--- src/rtl/vseq_pkg.sv ---
package vseq_pkg;
  typedef enum logic {SQ_IDLE = 1'b0, SQ_RUN = 1'b1} seq_state_t;
  // Field positions inside the 32-bit loop-state word
  localparam int STEP_LSB = 0;
  localparam int VL_LSB   = 16;
endpackage

--- src/rtl/vseq_elem_map.sv ---
module vseq_elem_map #(
  parameter int REG_W = 7
) (
  input  logic [REG_W-1:0] base_i,
  input  logic             vec_i,
  input  logic [REG_W-1:0] step_i,
  output logic [REG_W-1:0] num_o
);
  // Vector slots walk the register file, wrapping at its size
  always_comb num_o = vec_i ? base_i + step_i : base_i;
endmodule

--- src/rtl/vseq_loop_state.sv ---
module vseq_loop_state import vseq_pkg::*; #(
  parameter int REG_W     = 7,
  parameter int SPR_W     = 32,
  parameter int ADDR_W    = 10,
  parameter int STATE_SPR = 704,
  parameter int SAVE_SPR  = 720
) (
  input  logic              clk,
  input  logic              rst,
  input  logic              step_we,
  input  logic [REG_W-1:0]  step_d,
  input  logic              save_en,
  input  logic              restore_en,
  input  logic              wr_en,
  input  logic [ADDR_W-1:0] addr,
  input  logic [SPR_W-1:0]  wr_data,
  output logic [SPR_W-1:0]  rd_data,
  output logic [REG_W-1:0]  step_o,
  output logic [REG_W:0]    vl_o
);
  localparam int VL_W = REG_W + 1;

  logic [SPR_W-1:0] cur_q, save_q, cur_nxt;
  logic hit_cur, hit_save;

  assign hit_cur  = (addr == ADDR_W'(STATE_SPR));
  assign hit_save = (addr == ADDR_W'(SAVE_SPR));

  always_comb begin
    cur_nxt = cur_q;
    if (restore_en)           cur_nxt = save_q;
    else if (wr_en && hit_cur) cur_nxt = wr_data;
    if (step_we) cur_nxt[STEP_LSB +: REG_W] = step_d;
  end

  always_ff @(posedge clk) begin
    if (rst) begin
      cur_q   <= '0;
      save_q  <= '0;
      rd_data <= '0;
    end else begin
      cur_q <= cur_nxt;
      if (save_en)               save_q <= cur_nxt;
      else if (wr_en && hit_save) save_q <= wr_data;
      rd_data <= hit_cur ? cur_q : (hit_save ? save_q : '0);
    end
  end

  assign step_o = cur_q[STEP_LSB +: REG_W];
  assign vl_o   = cur_q[VL_LSB +: VL_W];
endmodule

--- src/rtl/vec_elem_seq.sv ---
module vec_elem_seq import vseq_pkg::*; #(
  parameter int REG_W     = 7,
  parameter int NOPS      = 3,
  parameter int RA_SLOT   = 1,
  parameter int SPR_W     = 32,
  parameter int ADDR_W    = 10,
  parameter int STATE_SPR = 704,
  parameter int SAVE_SPR  = 720
) (
  input  logic                  clk,
  input  logic                  rst,
  input  logic                  dec_valid,
  output logic                  dec_ready,
  input  logic                  dec_prefixed,
  input  logic                  dec_ext_ok,
  input  logic [NOPS-1:0]       dec_vec,
  input  logic [NOPS*REG_W-1:0] dec_base,
  input  logic                  dec_rc,
  input  logic                  dec_cr_vec,
  input  logic [REG_W-1:0]      dec_cr_base,
  output logic                  iss_valid,
  input  logic                  iss_ready,
  output logic [REG_W-1:0]      iss_step,
  output logic [NOPS*REG_W-1:0] iss_regs,
  output logic                  iss_ra_zero,
  output logic                  iss_cr_en,
  output logic [REG_W-1:0]      iss_cr_field,
  output logic                  pc_adv,
  output logic                  illegal,
  input  logic                  exc_req,
  output logic                  exc_ack,
  input  logic                  rfid_req,
  input  logic                  spr_we,
  input  logic [ADDR_W-1:0]     spr_addr,
  input  logic [SPR_W-1:0]      spr_wdata,
  output logic [SPR_W-1:0]      spr_rdata
);
  localparam int VL_W = REG_W + 1;

  seq_state_t state_q;
  logic pre_q, rc_q, crv_q;
  logic [NOPS-1:0] vec_q;
  logic [NOPS*REG_W-1:0] base_q;
  logic [REG_W-1:0] crb_q;

  logic [REG_W-1:0] step_q;
  logic [VL_W-1:0] vl_q;

  logic idle, accept_el, boundary, dec_fire, bad_pfx, zero_vl;
  logic start, last_el, advance, load, restore, spr_ok;
  logic [REG_W-1:0] step_inc, step_nxt, src_step, src_crb, cr_num;
  logic [NOPS*REG_W-1:0] src_base, map_num;
  logic [NOPS-1:0] src_vec;
  logic src_crv;

  assign idle      = (state_q == SQ_IDLE);
  assign accept_el = iss_valid && iss_ready;
  assign boundary  = idle || accept_el;
  assign exc_ack   = exc_req && boundary;
  assign dec_ready = idle && !exc_req && !rfid_req;
  assign dec_fire  = dec_valid && dec_ready;
  assign bad_pfx   = dec_prefixed && !dec_ext_ok;
  assign zero_vl   = (vl_q == '0);
  assign start     = dec_fire && !bad_pfx && !(dec_prefixed && zero_vl);
  assign step_inc  = iss_step + 1'b1;
  assign last_el   = !pre_q || (({1'b0, iss_step} + VL_W'(1)) >= vl_q);
  assign step_nxt  = last_el ? '0 : step_inc;
  assign advance   = accept_el && !last_el && !exc_req;
  assign load      = start || advance;
  assign restore   = idle && rfid_req && !exc_req;
  assign spr_ok    = idle && spr_we && !exc_req && !rfid_req;

  // Source of the next element: fresh decode or the held instruction
  assign src_base = dec_fire ? dec_base : base_q;
  assign src_vec  = dec_fire ? (dec_prefixed ? dec_vec : '0) : vec_q;
  assign src_crv  = dec_fire ? (dec_prefixed && dec_cr_vec) : crv_q;
  assign src_crb  = dec_fire ? dec_cr_base : crb_q;
  assign src_step = dec_fire ? step_q : step_inc;

  for (genvar g = 0; g < NOPS; g++) begin : g_slot
    vseq_elem_map #(.REG_W(REG_W)) u_map (
      .base_i (src_base[g*REG_W +: REG_W]),
      .vec_i  (src_vec[g]),
      .step_i (src_step),
      .num_o  (map_num[g*REG_W +: REG_W])
    );
  end

  vseq_elem_map #(.REG_W(REG_W)) u_cr_map (
    .base_i (src_crb),
    .vec_i  (src_crv),
    .step_i (src_step),
    .num_o  (cr_num)
  );

  vseq_loop_state #(
    .REG_W(REG_W), .SPR_W(SPR_W), .ADDR_W(ADDR_W),
    .STATE_SPR(STATE_SPR), .SAVE_SPR(SAVE_SPR)
  ) u_lstate (
    .clk        (clk),
    .rst        (rst),
    .step_we    (accept_el && pre_q),
    .step_d     (step_nxt),
    .save_en    (exc_ack),
    .restore_en (restore),
    .wr_en      (spr_ok),
    .addr       (spr_addr),
    .wr_data    (spr_wdata),
    .rd_data    (spr_rdata),
    .step_o     (step_q),
    .vl_o       (vl_q)
  );

  always_ff @(posedge clk) begin
    if (rst) begin
      state_q      <= SQ_IDLE;
      iss_valid    <= 1'b0;
      pc_adv       <= 1'b0;
      illegal      <= 1'b0;
      pre_q        <= 1'b0;
      rc_q         <= 1'b0;
      crv_q        <= 1'b0;
      vec_q        <= '0;
      base_q       <= '0;
      crb_q        <= '0;
      iss_regs     <= '0;
      iss_step     <= '0;
      iss_ra_zero  <= 1'b0;
      iss_cr_en    <= 1'b0;
      iss_cr_field <= '0;
    end else begin
      pc_adv  <= (accept_el && last_el) ||
                 (dec_fire && dec_prefixed && !bad_pfx && zero_vl);
      illegal <= dec_fire && bad_pfx;
      if (dec_fire) begin
        pre_q  <= dec_prefixed;
        vec_q  <= src_vec;
        base_q <= dec_base;
        rc_q   <= dec_rc;
        crv_q  <= src_crv;
        crb_q  <= dec_cr_base;
      end
      if (load) begin
        iss_regs     <= map_num;
        iss_step     <= src_step;
        iss_ra_zero  <= (map_num[RA_SLOT*REG_W +: REG_W] == '0);
        iss_cr_field <= cr_num;
        iss_cr_en    <= dec_fire ? dec_rc : rc_q;
      end
      if (start) begin
        state_q   <= SQ_RUN;
        iss_valid <= 1'b1;
      end else if (accept_el && !advance) begin
        state_q   <= SQ_IDLE;
        iss_valid <= 1'b0;
      end
    end
  end
endmodule

--- config.mk ---
export PLATFORM = sky130hd
export DESIGN_NAME = vec_elem_seq
export DESIGN_NICKNAME = d
export VERILOG_FILES = /design/src/rtl/vseq_pkg.sv /design/src/rtl/vseq_elem_map.sv /design/src/rtl/vseq_loop_state.sv /design/src/rtl/vec_elem_seq.sv
export SDC_FILE = /design/constraint.sdc
export NUM_CORES = 1
export LEC_CHECK = 0
export ABC_AREA = 0
export BUFFER_PORTS_ARGS = -buffer_cell sky130_fd_sc_hd__buf_2
export CAP_MARGIN = 10
export CORE_MARGIN = 8
export CORE_UTILIZATION = 51
export DETAILED_ROUTE_END_ITERATION = 7
export GPL_TIMING_DRIVEN = 0
export PLACE_DENSITY = 0.77
export RECOVER_POWER = 100
export SYNTH_ARGS = -nofsm -noshare
export SYNTH_HDL_FRONTEND = slang
export SYNTH_HIERARCHICAL = 1
export SYNTH_SLANG_ARGS = --single-unit
--- constraint.sdc ---
create_clock -name clk -period 3.1 [get_ports clk]
set_input_delay 0 -clock clk [delete_from_list [all_inputs] [get_ports clk]]
set_output_delay 0 -clock clk [all_outputs]
set_load 0.005 [all_outputs]
==> results by group <==
Setup path
  • Req. time, crit path: 3.47 ns
  • Startpoint Class: flop
  • R2r setup slk: -0.10 ns
  • R2r startpoint: state_q
  • Reg2reg path depth: 11
  • Arr. time, crit path: 3.57 ns
  • Worst Setup SP: state_q
  • Crit path max fanout: 6
  • CP endpoint kind: flop
  • Critical path type: flop to flop
  • End of the worst register-to-register path: iss_cr_field[6]

Synthesis
  • Top cells by area, synth: dfxtp_1, mux2i_1, nand2_1
  • Post-Synth XOR/XNOR Area: 0.0164
  • Largest family of logic cells by synthesized area: simple AND/OR/NAND/NOR gates
  • Ys async rst share: 0
  • Top_reg_cell synth: dfxtp_1
  • Post-synthesis mux area share: 0.120
  • YS warnings: 6
  • Area leader, netlist: dfxtp_1
  • Netlist cell types: 66
  • Synth Area in Simple Gates: 0.202
  • Share of the synthesized area in the top cell type: 0.375
  • Syn Nets: 1,199
  • Mapped cell area: 9090 um^2
  • Cells after Synth: 1,078
  • Syn avg cell area: 8.43 um^2
  • Area fraction in compound gates after synthesis: 0.163
  • Post-synth EDFFs: 0
  • Post-synthesis adder-cell area fraction: 0.0542
  • Number of synthesized register bits: 170
  • Sequential-to-total area share from yosys stat: 0.375

Timing
  • Final count of hold timing violations: 0
  • Tmin final: 3.20 ns
  • Number of setup violations in the final report: 3
  • Tcrit/Tclk final: 1.03
  • Final Max Slew Viols: 0
  • Setup_tns: -0.155 ns
  • Setup WS post-layout: -0.100 ns
  • Max Fclk: 312 MHz
  • Clock skew: 0.00781 ns
  • RSZ-0062 raised after global routing: yes
  • Worst Tran Pin Value: 0.829 ns
  • Worst slew margin: 0.447

Drt
  • Routed WL per cell: 18.4 um
  • DR pass1 iterations: 5
  • Total Routed Length: 29,100 um
  • Vias per inst: 5.74
  • Starting DRC count in detailed routing: 773
  • DRC errors left: 0
  • Vias: 9,110
  • Antenna Nets Post-Route: 0

Floorplan
  • Starting Density: 0.513
  • Die area: 22,300 um^2
  • I/O pin cnt: 158
  • Std cell rows: 49
  • Die X: 149 um
  • Chip height: 149 um
  • Core box area: 17,700 um^2

Placed design
  • Dpl hpwl: 19,300 um
  • Gpl congestion: 0.929
  • Count of buffers from port buffering: 156
  • Placed cells: 1,463

Global route
  • Vias in the first global route: 8,594
  • Total global-route track usage: 0.244
  • First-pass GRT wire length: 43,900 um
  • Largest net degree at the start of global routing: 19
  • Initial antenna violation count: 0
  • Gr ovfl total: 0

Clock network
  • CTS tree: built
  • H-tree Lvls: 4
  • Clock net sink count: 170
  • CTS root buf: clkbuf_16
  • Clock Pin Slew Worst Setup and Hold Paths: 0.07 ns
  • Clock Tree Buf Depth: 2
  • TritonCTS buffer count: 17
  • Clk Latency, worst-skew pair: 0.44 ns

Pwr
  • P_leak: 0.00530 uW
  • VDD IR max: 0.000429 V
  • P per Cell Area: 429 nW/um^2

Cells and area
  • Area grow syn2layout: 33.3%
  • Final Non-Filler Cells: 1,587
  • Layout cells sized above 1: 0.232
  • Layout net count: 1,465

Worst hold path
  • Hold wc startpoint: spr_wdata[4]
  • Hold endpoint: u_lstate/save_q[4]
  • Hold path depth: 3
  • Hold crit path type: primary input to flop

Run status
  • Failing checks: setup timing
  • Outcome: finished with violations

Job
  • Number of max-cap violations: 0
-- routing by layer --
layer,GRT usage,up-vias,share of wire,wire (um)
met5,0,-,0,0
met4,0.0989,0,0.037,1090
met3,0.0556,90,0.077,2250
met2,0.406,442,0.48,14100
met1,0.300,4266,0.40,11700
li1,-,4312,-,-
-- kinds of logic after synthesis --
| family | Yosys count |
|---|---|
| compound gates | 229 |
| xor+xnor | 17 |
| fa+ha+maj | 37 |
| buf+inv | 111 |
| flops | 170 |
| mux | 107 |
| simple gates | 407 |
-- flip-flops by register name, summed over array words and instances, names as in the netlist --
register,flops
illegal,1
pc_adv,1
u_lstate/cur_q,32
crv_q,1
pre_q,1
base_q,21
crb_q,7
iss_ra_zero,1
u_lstate/save_q,32
vec_q,3
state_q,1
iss_cr_en,1
u_lstate/rd_data,32
iss_step,7
rc_q,1
iss_cr_field,7
iss_regs,21
-- Yosys cell counts (all sizes together) (2+ instances only) --
| cell type | number |
|---|---|
| a211o | 10 |
| nand2b | 8 |
| nor3 | 25 |
| or4b | 2 |
| buf | 35 |
| nor4bb | 4 |
| a2111oi | 3 |
| a221oi | 4 |
| mux2i | 93 |
| a221o | 4 |
| ha | 33 |
| o31ai | 4 |
| or3 | 7 |
| clkbuf | 43 |
| o22ai | 29 |
| fa | 4 |
| o21ai | 50 |
| inv | 32 |
| a21oi | 73 |
| and3 | 7 |
| o21bai | 4 |
| a31oi | 2 |
| xnor2 | 5 |
| nor2 | 113 |
| nand4b | 2 |
| nand3b | 4 |
| and2 | 6 |
| mux2 | 14 |
| nor2b | 3 |
| nand2 | 192 |
| a211oi | 24 |
| nor3b | 2 |
| o311ai | 2 |
| nand3 | 15 |
| nor4 | 3 |
| or4 | 7 |
| a22oi | 8 |
| o211ai | 8 |
| or3b | 2 |
| xor2 | 12 |
| dfxtp | 170 |
-- final cells by class --
class                      instances  area (um^2)
buffer                            78          581
clock inverter                    15          154
antenna                            1         2.50
tap                              229          287
clock buffer                      17          425
sequential                       170         3420
multi-input combinational        797         5520
fill                            1327         5610
inverter                          32          120
timing repair buffer             248         1600
-- where the power goes --
part	switching (uW)	leakage (uW)	internal (uW)	total [uW]
sequential	49.1	0.00139	2250	2290
clock	1020	0.000287	1070	2100
combinational	428	0.00363	374	802
-- layout by cell type (no fill, tap or decap), types with 5 or more instances in the layout --
cell / count
a21oi_4: 5
ha_4: 10
nor2_1: 110
clkbuf_1: 75
buf_12: 6
nor3_1: 22
clkbuf_16: 18
buf_6: 7
a211oi_1: 20
inv_1: 32
o21ai_1: 7
a211o_1: 10
nand2b_1: 8
a22oi_1: 8
dlygate4sd3_1: 67
mux2i_1: 93
nand3_2: 5
mux2_2: 12
nand2_1: 180
o21ai_0: 43
nand2_2: 10
nand3_1: 10
ha_1: 20
buf_4: 41
or3_1: 5
o22ai_1: 29
buf_2: 118
a21oi_1: 66
xor2_1: 6
and2_1: 5
xor2_2: 5
dfxtp_1: 164
o211ai_1: 8
-- metrics by stage --
stage | hold WS, ns | cell area, um^2 | total power [uW] | setup slack, ns | util
after CTS | 0.00258 | 11700 | 5120 | -0.0583 | 0.659
after detailed placement | 0.217 | 10200 | 2970 | -0.749 | 0.574
after global routing | 0.0155 | 12100 | 5360 | -0.149 | 0.683
final | 0.00439 | 12100 | 5190 | -0.100 | 0.684
after floorplan | 0.0396 | 9100 | 2760 | 0.0209 | -
after global placement | 0.207 | 10200 | 2950 | -0.721 | 0.574
-- worst max-delay path, cell delays in order (launching register included) --
cell and delay, ns:
dfxtp_4 0.38, or4b_4 0.61, buf_4 0.18, mux2_4 0.36
buf_4 0.18, fa_2 0.39, a211oi_4 0.29, o21ai_0 0.20
nand3_2 0.14, xor2_2 0.19, nand2_1 0.08, mux2i_1 0.12
-- worst max path at each step --
stage	cells past startpoint	end	slack, ns
after floorplan	15	iss_ra_zero	0.02
after global placement	11	iss_cr_field[6]	-0.72
after detailed placement	11	iss_cr_field[6]	-0.75
after CTS	14	iss_ra_zero	-0.06
after global routing	11	iss_cr_field[6]	-0.15
final	11	iss_cr_field[6]	-0.10
-- repair_timing --
| item | 4_1_cts | 5_1_grt |
|---|---|---|
| setup endpoints to repair | 43 | 12 |
| pin swaps | 13 | 21 |
| gates resized for setup | 50 | 73 |
| setup buffers | 12 | 14 |
| hold endpoints to repair | 92 | 0 |
| hold buffers | 66 | 0 |
No activity file was read; power rests on OpenSTA's default activity.
